`src/rtl/cfgld_pkg.sv`:
```
package cfgld_pkg;

    typedef enum logic [2:0] {
        RES_OK       = 3'd0,
        RES_EMPTY    = 3'd1,
        RES_BAD_ID   = 3'd2,
        RES_ERASE_TO = 3'd3,
        RES_NOT_CFG  = 3'd4
    } result_e;

    typedef enum logic [3:0] {
        STEP_IDENT, STEP_STAT0, STEP_REFRESH, STEP_WREN, STEP_ERASE,
        STEP_POLL, STEP_IMAGE, STEP_WRDIS, STEP_STATF
    } step_e;

    typedef enum logic [1:0] {SEG_HEAD, SEG_BODY, SEG_TAIL} seg_e;

    typedef enum logic [2:0] {PH_IDLE, PH_FRAME, PH_GAP, PH_DECIDE, PH_WAIT} phase_e;

    localparam logic [31:0] IDENT_A      = 32'hC208_8080;
    localparam logic [31:0] IDENT_B      = 32'hC204_8080;
    localparam logic [31:0] STAT_ERASED  = 32'h0001_0000;
    localparam logic [31:0] STAT_CFG_BIT = 32'h0000_4000;

    function automatic logic [7:0] step_opcode(step_e s);
        case (s)
            STEP_IDENT:   return 8'h07;
            STEP_REFRESH: return 8'h71;
            STEP_WREN:    return 8'h4A;
            STEP_ERASE:   return 8'h70;
            STEP_IMAGE:   return 8'h41;
            STEP_WRDIS:   return 8'h4F;
            default:      return 8'h09;
        endcase
    endfunction

    function automatic logic step_reads(step_e s);
        return (s == STEP_IDENT) || (s == STEP_STAT0) || (s == STEP_POLL) || (s == STEP_STATF);
    endfunction

    function automatic logic ident_ok(logic [31:0] w);
        return (w == IDENT_A) || (w == IDENT_B);
    endfunction

endpackage

```
`src/rtl/cfgld_spi_byte.sv`:
```
module cfgld_spi_byte #(
    parameter int HALF_DIV = 2
) (
    input  logic       clk,
    input  logic       rst,
    input  logic       load,
    input  logic [7:0] din,
    input  logic       miso,
    output logic       done,
    output logic [7:0] dout,
    output logic       sclk,
    output logic       mosi
);
    localparam int CW = (HALF_DIV > 1) ? $clog2(HALF_DIV) : 1;

    logic [CW-1:0] div_q;
    logic [2:0]    bit_q;
    logic [7:0]    tx_q, rx_q;
    logic          run_q, sclk_q, done_q;
    logic          half_end;

    assign half_end = (div_q == CW'(HALF_DIV - 1));

    always_ff @(posedge clk) begin
        if (rst) begin
            div_q <= '0; bit_q <= '0; tx_q <= '0; rx_q <= '0;
            run_q <= 1'b0; sclk_q <= 1'b0; done_q <= 1'b0;
        end else begin
            done_q <= 1'b0;
            if (!run_q) begin
                if (load) begin
                    run_q <= 1'b1; tx_q <= din;
                    div_q <= '0; bit_q <= '0; sclk_q <= 1'b0;
                end
            end else if (half_end) begin
                div_q <= '0;
                if (!sclk_q) begin
                    sclk_q <= 1'b1;
                    rx_q   <= {rx_q[6:0], miso};
                end else begin
                    sclk_q <= 1'b0;
                    if (bit_q == 3'd7) begin
                        run_q  <= 1'b0;
                        done_q <= 1'b1;
                    end else begin
                        bit_q <= bit_q + 3'd1;
                        tx_q  <= {tx_q[6:0], 1'b0};
                    end
                end
            end else begin
                div_q <= div_q + CW'(1);
            end
        end
    end

    assign done = done_q;
    assign dout = rx_q;
    assign sclk = sclk_q;
    assign mosi = tx_q[7];
endmodule

```
`src/rtl/cfgld_tick_wait.sv`:
```
module cfgld_tick_wait #(
    parameter int COUNT = 10
) (
    input  logic clk,
    input  logic rst,
    input  logic arm,
    input  logic tick,
    output logic expired
);
    localparam int TW = (COUNT > 1) ? $clog2(COUNT) : 1;

    logic [TW-1:0] cnt_q;
    logic          run_q, exp_q;

    always_ff @(posedge clk) begin
        if (rst) begin
            cnt_q <= '0; run_q <= 1'b0; exp_q <= 1'b0;
        end else begin
            exp_q <= 1'b0;
            if (arm) begin
                cnt_q <= '0; run_q <= 1'b1;
            end else if (run_q && tick) begin
                if (cnt_q == TW'(COUNT - 1)) begin
                    run_q <= 1'b0; exp_q <= 1'b1;
                end else begin
                    cnt_q <= cnt_q + TW'(1);
                end
            end
        end
    end

    assign expired = exp_q;
endmodule

```
`src/rtl/spi_cfg_loader.sv`:
```
module spi_cfg_loader
    import cfgld_pkg::*;
#(
    parameter int LEN_W      = 24,
    parameter int HALF_DIV   = 2,
    parameter int POLL_TICKS = 10,
    parameter int MAX_POLLS  = 500
) (
    input  logic             clk,
    input  logic             rst,
    input  logic             start,
    input  logic [LEN_W-1:0] img_len,
    input  logic [7:0]       s_data,
    input  logic             s_valid,
    input  logic             s_last,
    output logic             s_ready,
    input  logic             ms_tick,
    output logic             sclk,
    output logic             cs_n,
    output logic             mosi,
    input  logic             miso,
    output logic             busy,
    output logic             done,
    output logic [2:0]       err
);
    localparam int GAP_CYC = 2 * HALF_DIV;
    localparam int GW      = $clog2(GAP_CYC + 1);
    localparam int PW      = $clog2(MAX_POLLS + 1);

    phase_e           phase_q;
    step_e            step_q, nxt_step;
    seg_e             seg_q;
    result_e          res_q, fin_code;
    logic [1:0]       hidx_q;
    logic [LEN_W-1:0] len_q, body_cnt_q;
    logic             body_end_q, inflight_q, cs_q, done_q;
    logic [31:0]      word_q;
    logic [PW-1:0]    poll_q;
    logic [GW-1:0]    gap_q;
    logic [7:0]       cur_byte, sh_dout;
    logic             sh_load, sh_done, wait_exp;
    logic             go_frame, go_wait, go_fin;

    // byte to send next, by segment of the frame
    always_comb begin
        case (seg_q)
            SEG_HEAD: cur_byte = (hidx_q == 2'd0) ? step_opcode(step_q)
                               : ((step_q == STEP_IMAGE) ? 8'hFF : 8'h00);
            SEG_BODY: cur_byte = s_data;
            default:  cur_byte = 8'h00;
        endcase
    end

    assign s_ready = (phase_q == PH_FRAME) && !inflight_q && (seg_q == SEG_BODY);
    assign sh_load = (phase_q == PH_FRAME) && !inflight_q && ((seg_q != SEG_BODY) || s_valid);

    // script decision taken once per finished frame
    always_comb begin
        go_frame = 1'b0; go_wait = 1'b0; go_fin = 1'b0;
        nxt_step = step_q; fin_code = RES_OK;
        case (step_q)
            STEP_IDENT:   if (ident_ok(word_q)) begin go_frame = 1'b1; nxt_step = STEP_STAT0; end
                          else begin go_fin = 1'b1; fin_code = RES_BAD_ID; end
            STEP_STAT0:   begin go_frame = 1'b1; nxt_step = STEP_REFRESH; end
            STEP_REFRESH: begin go_frame = 1'b1; nxt_step = STEP_WREN; end
            STEP_WREN:    begin go_frame = 1'b1; nxt_step = STEP_ERASE; end
            STEP_ERASE:   begin go_frame = 1'b1; nxt_step = STEP_POLL; end
            STEP_POLL:    if (word_q == STAT_ERASED) begin go_frame = 1'b1; nxt_step = STEP_IMAGE; end
                          else if (poll_q == PW'(MAX_POLLS - 1)) begin go_fin = 1'b1; fin_code = RES_ERASE_TO; end
                          else go_wait = 1'b1;
            STEP_IMAGE:   begin go_frame = 1'b1; nxt_step = STEP_WRDIS; end
            STEP_WRDIS:   begin go_frame = 1'b1; nxt_step = STEP_STATF; end
            default:      begin go_fin = 1'b1;
                              fin_code = ((word_q & STAT_CFG_BIT) != 32'h0) ? RES_OK : RES_NOT_CFG; end
        endcase
    end

    always_ff @(posedge clk) begin
        if (rst) begin
            phase_q <= PH_IDLE; step_q <= STEP_IDENT; seg_q <= SEG_HEAD; res_q <= RES_OK;
            hidx_q <= '0; len_q <= '0; body_cnt_q <= '0; body_end_q <= 1'b0;
            inflight_q <= 1'b0; cs_q <= 1'b1; done_q <= 1'b0;
            word_q <= '0; poll_q <= '0; gap_q <= '0;
        end else begin
            case (phase_q)
                PH_IDLE: if (start) begin
                    res_q <= RES_OK; done_q <= 1'b0;
                    if (img_len == '0) begin
                        done_q <= 1'b1; res_q <= RES_EMPTY;
                    end else begin
                        len_q <= img_len; step_q <= STEP_IDENT; body_cnt_q <= '0;
                        phase_q <= PH_FRAME; cs_q <= 1'b0; seg_q <= SEG_HEAD; hidx_q <= '0;
                    end
                end
                PH_FRAME: begin
                    if (sh_load) begin
                        inflight_q <= 1'b1;
                        if (seg_q == SEG_BODY) begin
                            body_cnt_q <= body_cnt_q + LEN_W'(1);
                            body_end_q <= s_last || (body_cnt_q == len_q - LEN_W'(1));
                        end
                    end
                    if (sh_done) begin
                        inflight_q <= 1'b0;
                        case (seg_q)
                            SEG_HEAD: if (hidx_q == 2'd3) begin
                                hidx_q <= '0;
                                if (step_q == STEP_IMAGE) seg_q <= SEG_BODY;
                                else if (step_reads(step_q)) seg_q <= SEG_TAIL;
                                else begin phase_q <= PH_GAP; cs_q <= 1'b1; gap_q <= '0; end
                            end else hidx_q <= hidx_q + 2'd1;
                            SEG_BODY: if (body_end_q) seg_q <= SEG_TAIL;
                            default: begin
                                word_q <= {word_q[23:0], sh_dout};
                                if (hidx_q == 2'd3) begin
                                    phase_q <= PH_GAP; cs_q <= 1'b1; gap_q <= '0;
                                end else hidx_q <= hidx_q + 2'd1;
                            end
                        endcase
                    end
                end
                PH_GAP: if (gap_q == GW'(GAP_CYC - 1)) phase_q <= PH_DECIDE;
                        else gap_q <= gap_q + GW'(1);
                PH_DECIDE: begin
                    if (go_frame) begin
                        step_q <= nxt_step; phase_q <= PH_FRAME; cs_q <= 1'b0;
                        seg_q <= SEG_HEAD; hidx_q <= '0;
                        if (nxt_step == STEP_POLL) poll_q <= '0;
                    end
                    if (go_wait) begin poll_q <= poll_q + PW'(1); phase_q <= PH_WAIT; end
                    if (go_fin) begin phase_q <= PH_IDLE; done_q <= 1'b1; res_q <= fin_code; end
                end
                default: if (wait_exp) begin
                    phase_q <= PH_FRAME; cs_q <= 1'b0; seg_q <= SEG_HEAD; hidx_q <= '0;
                end
            endcase
        end
    end

    cfgld_spi_byte #(.HALF_DIV(HALF_DIV)) u_shift (
        .clk(clk), .rst(rst), .load(sh_load), .din(cur_byte), .miso(miso),
        .done(sh_done), .dout(sh_dout), .sclk(sclk), .mosi(mosi)
    );

    cfgld_tick_wait #(.COUNT(POLL_TICKS)) u_pause (
        .clk(clk), .rst(rst), .arm((phase_q == PH_DECIDE) && go_wait),
        .tick(ms_tick), .expired(wait_exp)
    );

    assign cs_n = cs_q;
    assign busy = (phase_q != PH_IDLE);
    assign done = done_q;
    assign err  = res_q;
endmodule

```
`config.mk`:
```
export PLATFORM = sky130hd
export DESIGN_NAME = spi_cfg_loader
export DESIGN_NICKNAME = d
export VERILOG_FILES = /design/src/rtl/cfgld_pkg.sv /design/src/rtl/cfgld_spi_byte.sv /design/src/rtl/cfgld_tick_wait.sv /design/src/rtl/spi_cfg_loader.sv
export SDC_FILE = /design/constraint.sdc
export NUM_CORES = 1
export LEC_CHECK = 0
export BUFFER_PORTS_ARGS = -buffer_cell sky130_fd_sc_hd__clkbuf_2
export CAP_MARGIN = 30
export CELL_PAD_IN_SITES_DETAIL_PLACEMENT = 0
export CELL_PAD_IN_SITES_GLOBAL_PLACEMENT = 1
export CORE_MARGIN = 5
export CORE_UTILIZATION = 39
export DETAILED_ROUTE_END_ITERATION = 8
export PLACE_DENSITY_LB_ADDON = 0.25
export SLEW_MARGIN = 20
export SYNTH_ARGS = -nofsm -noshare
export SYNTH_HDL_FRONTEND = slang
export SYNTH_SLANG_ARGS = --single-unit
```
`constraint.sdc`:
```
create_clock -name clk -period 2.74 [get_ports clk]
set_input_delay 0.274 -clock clk [delete_from_list [all_inputs] [get_ports clk]]
set_output_delay 0.274 -clock clk [all_outputs]
set_load 0.1 [all_outputs]
```
==> results of run 1 <==
synth_stat cells, types with 7 or more instances:
master / number
nand2_1: 186
dfxtp_1: 139
a21oi_1: 103
nor2_1: 79
clkbuf_1: 41
xnor2_1: 29
xor2_1: 27
o21ai_0: 26
nor4_1: 24
nor3_1: 23
inv_1: 18
nand3_1: 15
or3_1: 13
nand4_1: 12
ha_1: 11
nor2b_1: 10
and3_1: 9
nand2b_1: 8
o311ai_0: 7
o31ai_1: 7
sequential cells by signal, indices dropped and copies added, names as in the netlist, 2 cells and up:
register and cells:
u_shift.bit_q 3, u_pause.cnt_q 4, word_q 32, hidx_q 2, seg_q 2, u_shift.dout 8
len_q 24, u_shift.tx_q 8, body_cnt_q 24, err 3, gap_q 3, phase_q 3
step_q 4, poll_q 9
cell usage in the layout, fill, tap and decap left out, drive strengths merged, types with 10 or more instances in the layout:
cell | synthesis | routed
and3 | 10 | 10
a21oi | 103 | 103
nor4 | 25 | 25
nand2 | 186 | 186
xor2 | 27 | 27
inv | 18 | 21
o21ai | 27 | 27
dfxtp | 139 | 139
nand3 | 15 | 15
nand4 | 12 | 12
or3 | 15 | 15
nor2b | 10 | 10
ha | 11 | 11
nor3 | 23 | 23
nor2 | 79 | 79
clkbuf | 43 | 64
xnor2 | 29 | 29
buf | 4 | 48
final cells by class:
cell class | instances | share of cell area (%)
multi-input combinational | 703 | 48.9
sequential | 139 | 33.1
timing repair buffer | 94 | 7.17
clock buffer | 18 | 5.22
tap | 229 | 3.41
clock inverter | 14 | 1.41
inverter | 18 | 0.803
worst reg2reg max path, stage by stage (launching register included):
cell and delay, ns:
dfxtp_1 0.31, or4_4 0.58, and4bb_2 0.35, a2bb2o_4 0.22, or4_4 0.41, nor4_2 0.30
a41oi_1 0.17, a211oi_2 0.24
per-stage QoR:
step                      hold WS (ns)  cells
after floorplan                  0.410    908
after global placement           0.439   1182
after detailed placement         0.446   1182
after CTS                       0.0563   1214
after global routing            0.0797   1215
final                           0.0716   1215
what timing repair did:
action / CTS / global route
endpoints found under the hold margin: 0 / 0
setup buffers: 0 / 1
pin swaps: 2 / 10
endpoints found under the setup margin: 1 / 5
resized for setup: 4 / 14
report_power, final:
group | internal, W | switching (W)
logic | 0.000984 | 0.00156
registers | 0.00223 | 0.000222
clock network | 0.00127 | 0.000898
kinds of logic after synthesis:
logic type / after synthesis / synth area share (%)
buffers and inverters: 66 / 4.07
AOI/OAI and AO/OA: 203 / 17.7
adders and majority gates: 11 / 1.95
muxes: 1 / 0.142
DFF: 139 / 39.4
and+or+nand+nor: 432 / 29.8
xor gates and xnor gates: 56 / 6.94
layer usage:
metal	vias to the layer above	routed length [µm]	global-route usage [%]
met5	-	0	0
met1	3004	9000	24.5
met2	98	8350	28.9
met4	0	453	6.77
li1	3348	-	-
met3	23	681	4.07
worst max-delay path by stage:
| stage | endpoint | slack [ns] | cells past startpoint | from |
|---|---|---|---|---|
| after detailed placement | body_end_q$_SDFFE_PP0P_ | -0.08 | 9 | len_q[1]$_SDFFE_PP0P_ |
| after global routing | body_end_q$_SDFFE_PP0P_ | -0.004 | 7 | len_q[7]$_SDFFE_PP0P_ |
| final | body_end_q$_SDFFE_PP0P_ | 0.08 | 7 | len_q[7]$_SDFFE_PP0P_ |
| after floorplan | body_cnt_q[17]$_SDFFE_PP0P_ | -0.17 | 9 | phase_q[1]$_SDFFE_PP0P_ |
| after CTS | body_end_q$_SDFFE_PP0P_ | 0.03 | 8 | len_q[0]$_SDFFE_PP0P_ |
| after global placement | body_end_q$_SDFFE_PP0P_ | 0.007 | 9 | len_q[1]$_SDFFE_PP0P_ |
==> results.toml, run 1 <==
[outcome]
status = "finished clean"

[floorplanning]
start_util_pct = 39.5
row_count = 49
pin_count = 48
die_w_um = 145
die-area_um2 = 20900
die_y_um = 145
core_area_um2 = 17900

[power_and_ir_drop]
power.total_w = 0.00716
vdd_drop_max_mv = 0.461
powerDensity_nw_per_um2 = 851
leakagePower_nw = 3.04

[layout]
multi_input_area_um2 = 4110
nNetsFinal = 1023
diodes = 0
area_delta_synth_final_pct = 19.0
utilization_pct = 47.0
nFillCells = 1845
fin_area_um2 = 8410
drive_gt1_share_pct = 16.9
regArea_um2 = 2780

[detailed_routing]
drt_wl_total_um = 18500
drt_pass1_iterations = 5
avgViaCountPerCell = 5.33
vias = 6473
drt-initial-drc-count = 477
wl_per_cell_um = 15.2
drtAntennaViolNets = 0
drc_errors = 0

[critical_path]
worstReg2RegStart = "len_q[7]$_SDFFE_PP0P_"
cp-start-kind = "register"
critPathMaxFanout = 5
crit_chain = "or4_4, and4bb_2, a2bb2o_4, or4_4, nor4_2, a41oi_1, a211oi_2"
crit_slowest_cell = "or4_4"
r2r-end = "body_end_q$_SDFFE_PP0P_"
crit_buf_inv = 0
path_delay_family = "simple AND/OR/NAND/NOR gates"
timing.critical_path.mode_cell = "or4_4"
r2r_cells = 7
critPathKind = "register to register"
end_kind = "register"
cp.arrival_ns = 3.00
rrSetupSlack_ns = 0.08
required_ns = 3.08
slowest_delay_ns = 0.58

[timing]
tns_ns = 0
rsz0062_at_grt = "true"
finalCritPeriodShare_pct = 97.1
final-hold-violation-count = 0
min_period_ns = 2.66
drv_slew = 0
setup_viol = 0
slew_headroom_pct = 53.4
clock_skew_ns = 0.00882
setup_ws_ns = 0.0783
max_freq_mhz = 376
worst_slew_pin_slew_ns = 0.698

[synthesis]
ys_ff_latch = 139
synth_area_per_cell_um2 = 7.78
synthArstFlopShare_pct = 0
synthCells = 908
netlist_area_um2 = 7070
synth_edf_count = 0
yosysWarnings = 0
synth-main-ff-cell = "dfxtp_1"
yosys.area.top_type_share_pct = 39.4
ys_seq_area_share_pct = 39.4
yosys.area.top_type = "dfxtp_1"
syn_nets = 958
synth_area_leaders = "dfxtp_1, nand2_1, a21oi_1, nor2_1, xnor2_1"
synth_cell_types = 72

[place]
gp_congestion = 0.858
dp_slack_ns = -0.0753
port-buffer-count = 47
placed_area_um2 = 7760
hpwl_um = 13500

[global_route]
grt_pass1_vias = 6090
grt_usage_pct = 18.3
antenna_found_initial = 0
grt_overflow = 0
grt_pass1_wl_um = 30400
grt_max_degree = 60

[hold_path]
holdPathEnd = "u_shift.dout[0]$_SDFFE_PP0P_"
hp-start = "miso"
hp-class = "primary input to register"
worstHoldPathCells = 3

[flow_run]
maxCapViolCount = 0

[clock_network]
clock_latency_ns = 0.42
cts_tree = "done"
clk_pin_slew_worst_paths_ns = 0.06
h-tree-depth = 4
max-clock-path-buffers = 2
ctsHoldBuffers = 0
root_buffer = "clkbuf_16"
cts.sinks = 139
numCtsBuffers = 17
Note: power is estimated with default switching activity, not from simulation.
==> inputs of run 2 (changes only) <==
--- a/config.mk
+++ b/config.mk
@@ -11,6 +11,7 @@
 export CELL_PAD_IN_SITES_GLOBAL_PLACEMENT = 1
 export CORE_MARGIN = 5
 export CORE_UTILIZATION = 39
+export CTS_BUF_LIST = sky130_fd_sc_hd__clkbuf_2 sky130_fd_sc_hd__clkbuf_4 sky130_fd_sc_hd__clkbuf_8
 export DETAILED_ROUTE_END_ITERATION = 8
 export PLACE_DENSITY_LB_ADDON = 0.25
 export SLEW_MARGIN = 20
==> run 2 against run 1 <==
Compared with the run above: worst setup slack lost 0.019 ns; critical path depth is 1 higher; cell count hardly changed; non-clock buffer count is 1 higher; die area stayed put; largest cell class unchanged; critical endpoint unchanged.
==> results.toml, run 2 (same netlist as run 1, synthesis figures left out) <==
[layout]
top_regs = "word_q x32, body_cnt_q x24, len_q x24"
layout_common_cells = "nand2_1, dfxtp_1, a21oi_1, nor2_1"
drive_gt1_share_pct = 16.9
largest_reg_flops = 32
area_delta_synth_final_pct = 16.4
nNetsFinal = 1024
diodes = 0
layout_commonest_cell = "nand2_1"
regMostFlops = "word_q"
utilization_pct = 46.0
layout.cells.non_filler = 1216

[critical_path]
cp.arrival_ns = 3.05
required_ns = 3.11
critPathKind = "register to register"
end_kind = "register"
rrSetupSlack_ns = 0.06
cp-start-kind = "register"
critPathMaxFanout = 4

[detailed_routing]
avgViaCountPerCell = 5.31
drt-initial-drc-count = 437
drc_errors = 0
drtAntennaViolNets = 0
drt_pass1_iterations = 5
vias = 6463
wl_per_cell_um = 15.1
drt_wl_total_um = 18400

[timing]
min_period_ns = 2.68
worst_slew_pin_slew_ns = 0.683
drv_slew = 0
tns_ns = 0
clock_skew_ns = 0.0150
finalCritPeriodShare_pct = 97.8
max_freq_mhz = 373
rsz0062_at_grt = "true"
setup_viol = 0
final-hold-violation-count = 0
slew_headroom_pct = 54.5
hold_slack_ns = 0.0404

[floorplanning]
pin_count = 48
die_y_um = 145
start_util_pct = 39.5
core_area_um2 = 17900
die-area_um2 = 20900
row_count = 49
die_w_um = 145

[global_route]
grt_max_degree = 60
grt_overflow = 0
antenna_found_initial = 0
grt_usage_pct = 18.2
grt_pass1_vias = 6075
grt_pass1_wl_um = 30300

[power_and_ir_drop]
power.total_w = 0.00657
leakagePower_nw = 2.96
powerDensity_nw_per_um2 = 798
vdd_drop_max_mv = 0.478

[clock_network]
clk_pin_slew_worst_paths_ns = 0.07
cts.sinks = 139
clock_latency_ns = 0.45
h-tree-depth = 4
cts_tree = "done"
numCtsBuffers = 17
root_buffer = "clkbuf_8"
max-clock-path-buffers = 2

[hold_path]
hp-class = "primary input to register"

[place]
hpwl_um = 13500
gp_congestion = 0.858
dp.cells = 1182
port-buffer-count = 47

[outcome]
status = "finished clean"

[flow_run]
maxCapViolCount = 0
==> run 2: cell count changes in the layout (fill, tap and decap cells not counted), moves of 2 or more <==
cell	before	now
buf_6	0	2
clkbuf_16	17	0
clkbuf_8	1	18
dfxtp_1	138	136
dfxtp_2	1	3
==> run 2: worst paths after layout <==
path,start,endpoint,cells past startpoint
max reg2reg,len_q[6]$_SDFFE_PP0P_,body_end_q$_SDFFE_PP0P_,8
max,len_q[6]$_SDFFE_PP0P_,body_end_q$_SDFFE_PP0P_,8
min reg2reg,u_shift.dout[7]$_SDFFE_PP0P_,word_q[7]$_SDFFE_PP0P_,2
min,miso,u_shift.dout[0]$_SDFFE_PP0P_,3
==> run 2: worst max-delay path, cell delays in order, from the launching register on <==
cell	delay (ns)
dfxtp_1	0.33
or4_4	0.54
or4_4	0.59
buf_6	0.15
o22ai_4	0.15
o311ai_4	0.13
nor4_2	0.29
a41oi_1	0.17
a211oi_2	0.24
==> run 2: per-stage QoR <==
| stage | setup slack (ns) | cell area [µm²] |
|---|---|---|
| floorplan | -0.174 | 7120 |
| global placement | 0.00716 | 7760 |
| detailed placement | -0.0753 | 7760 |
| CTS | 0.0225 | 8150 |
| global route | -0.0428 | 8230 |
| finish | 0.0590 | 8230 |
==> run 2: timing repair <==
item | CTS | global route
buffers inserted | 0 | 2
hold buffers | 0 | 0
resized for setup | 4 | 16
cloned | 0 | 0
setup endpoints to repair | 1 | 5
pin swaps | 2 | 8
==> run 2: final cells by class <==
type | count | area (µm²)
Timing Repair Buffer | 95 | 618
Clock inverter | 14 | 119
Sequential cell | 139 | 2790
Tap cell | 229 | 287
Multi-Input combinational cell | 703 | 4110
Clock buffer | 18 | 248
Fill cell | 1858 | 9670
Inverter | 18 | 67.6
==> run 2: per-layer routing <==
layer	track usage (%)	vias up	part of all wire, %
li1	-	3346	-
met2	28.6	104	46
met3	4.10	27	4.0
met5	0	-	0
met1	24.5	2986	48
met4	6.63	0	2.4
==> run 2: report_power, final <==
part	leakage [nW]	internal [W]	switching, W
Clock	0.177	0.000738	0.000830
Combinational	1.65	0.000997	0.00156
Sequential	1.13	0.00222	0.000219
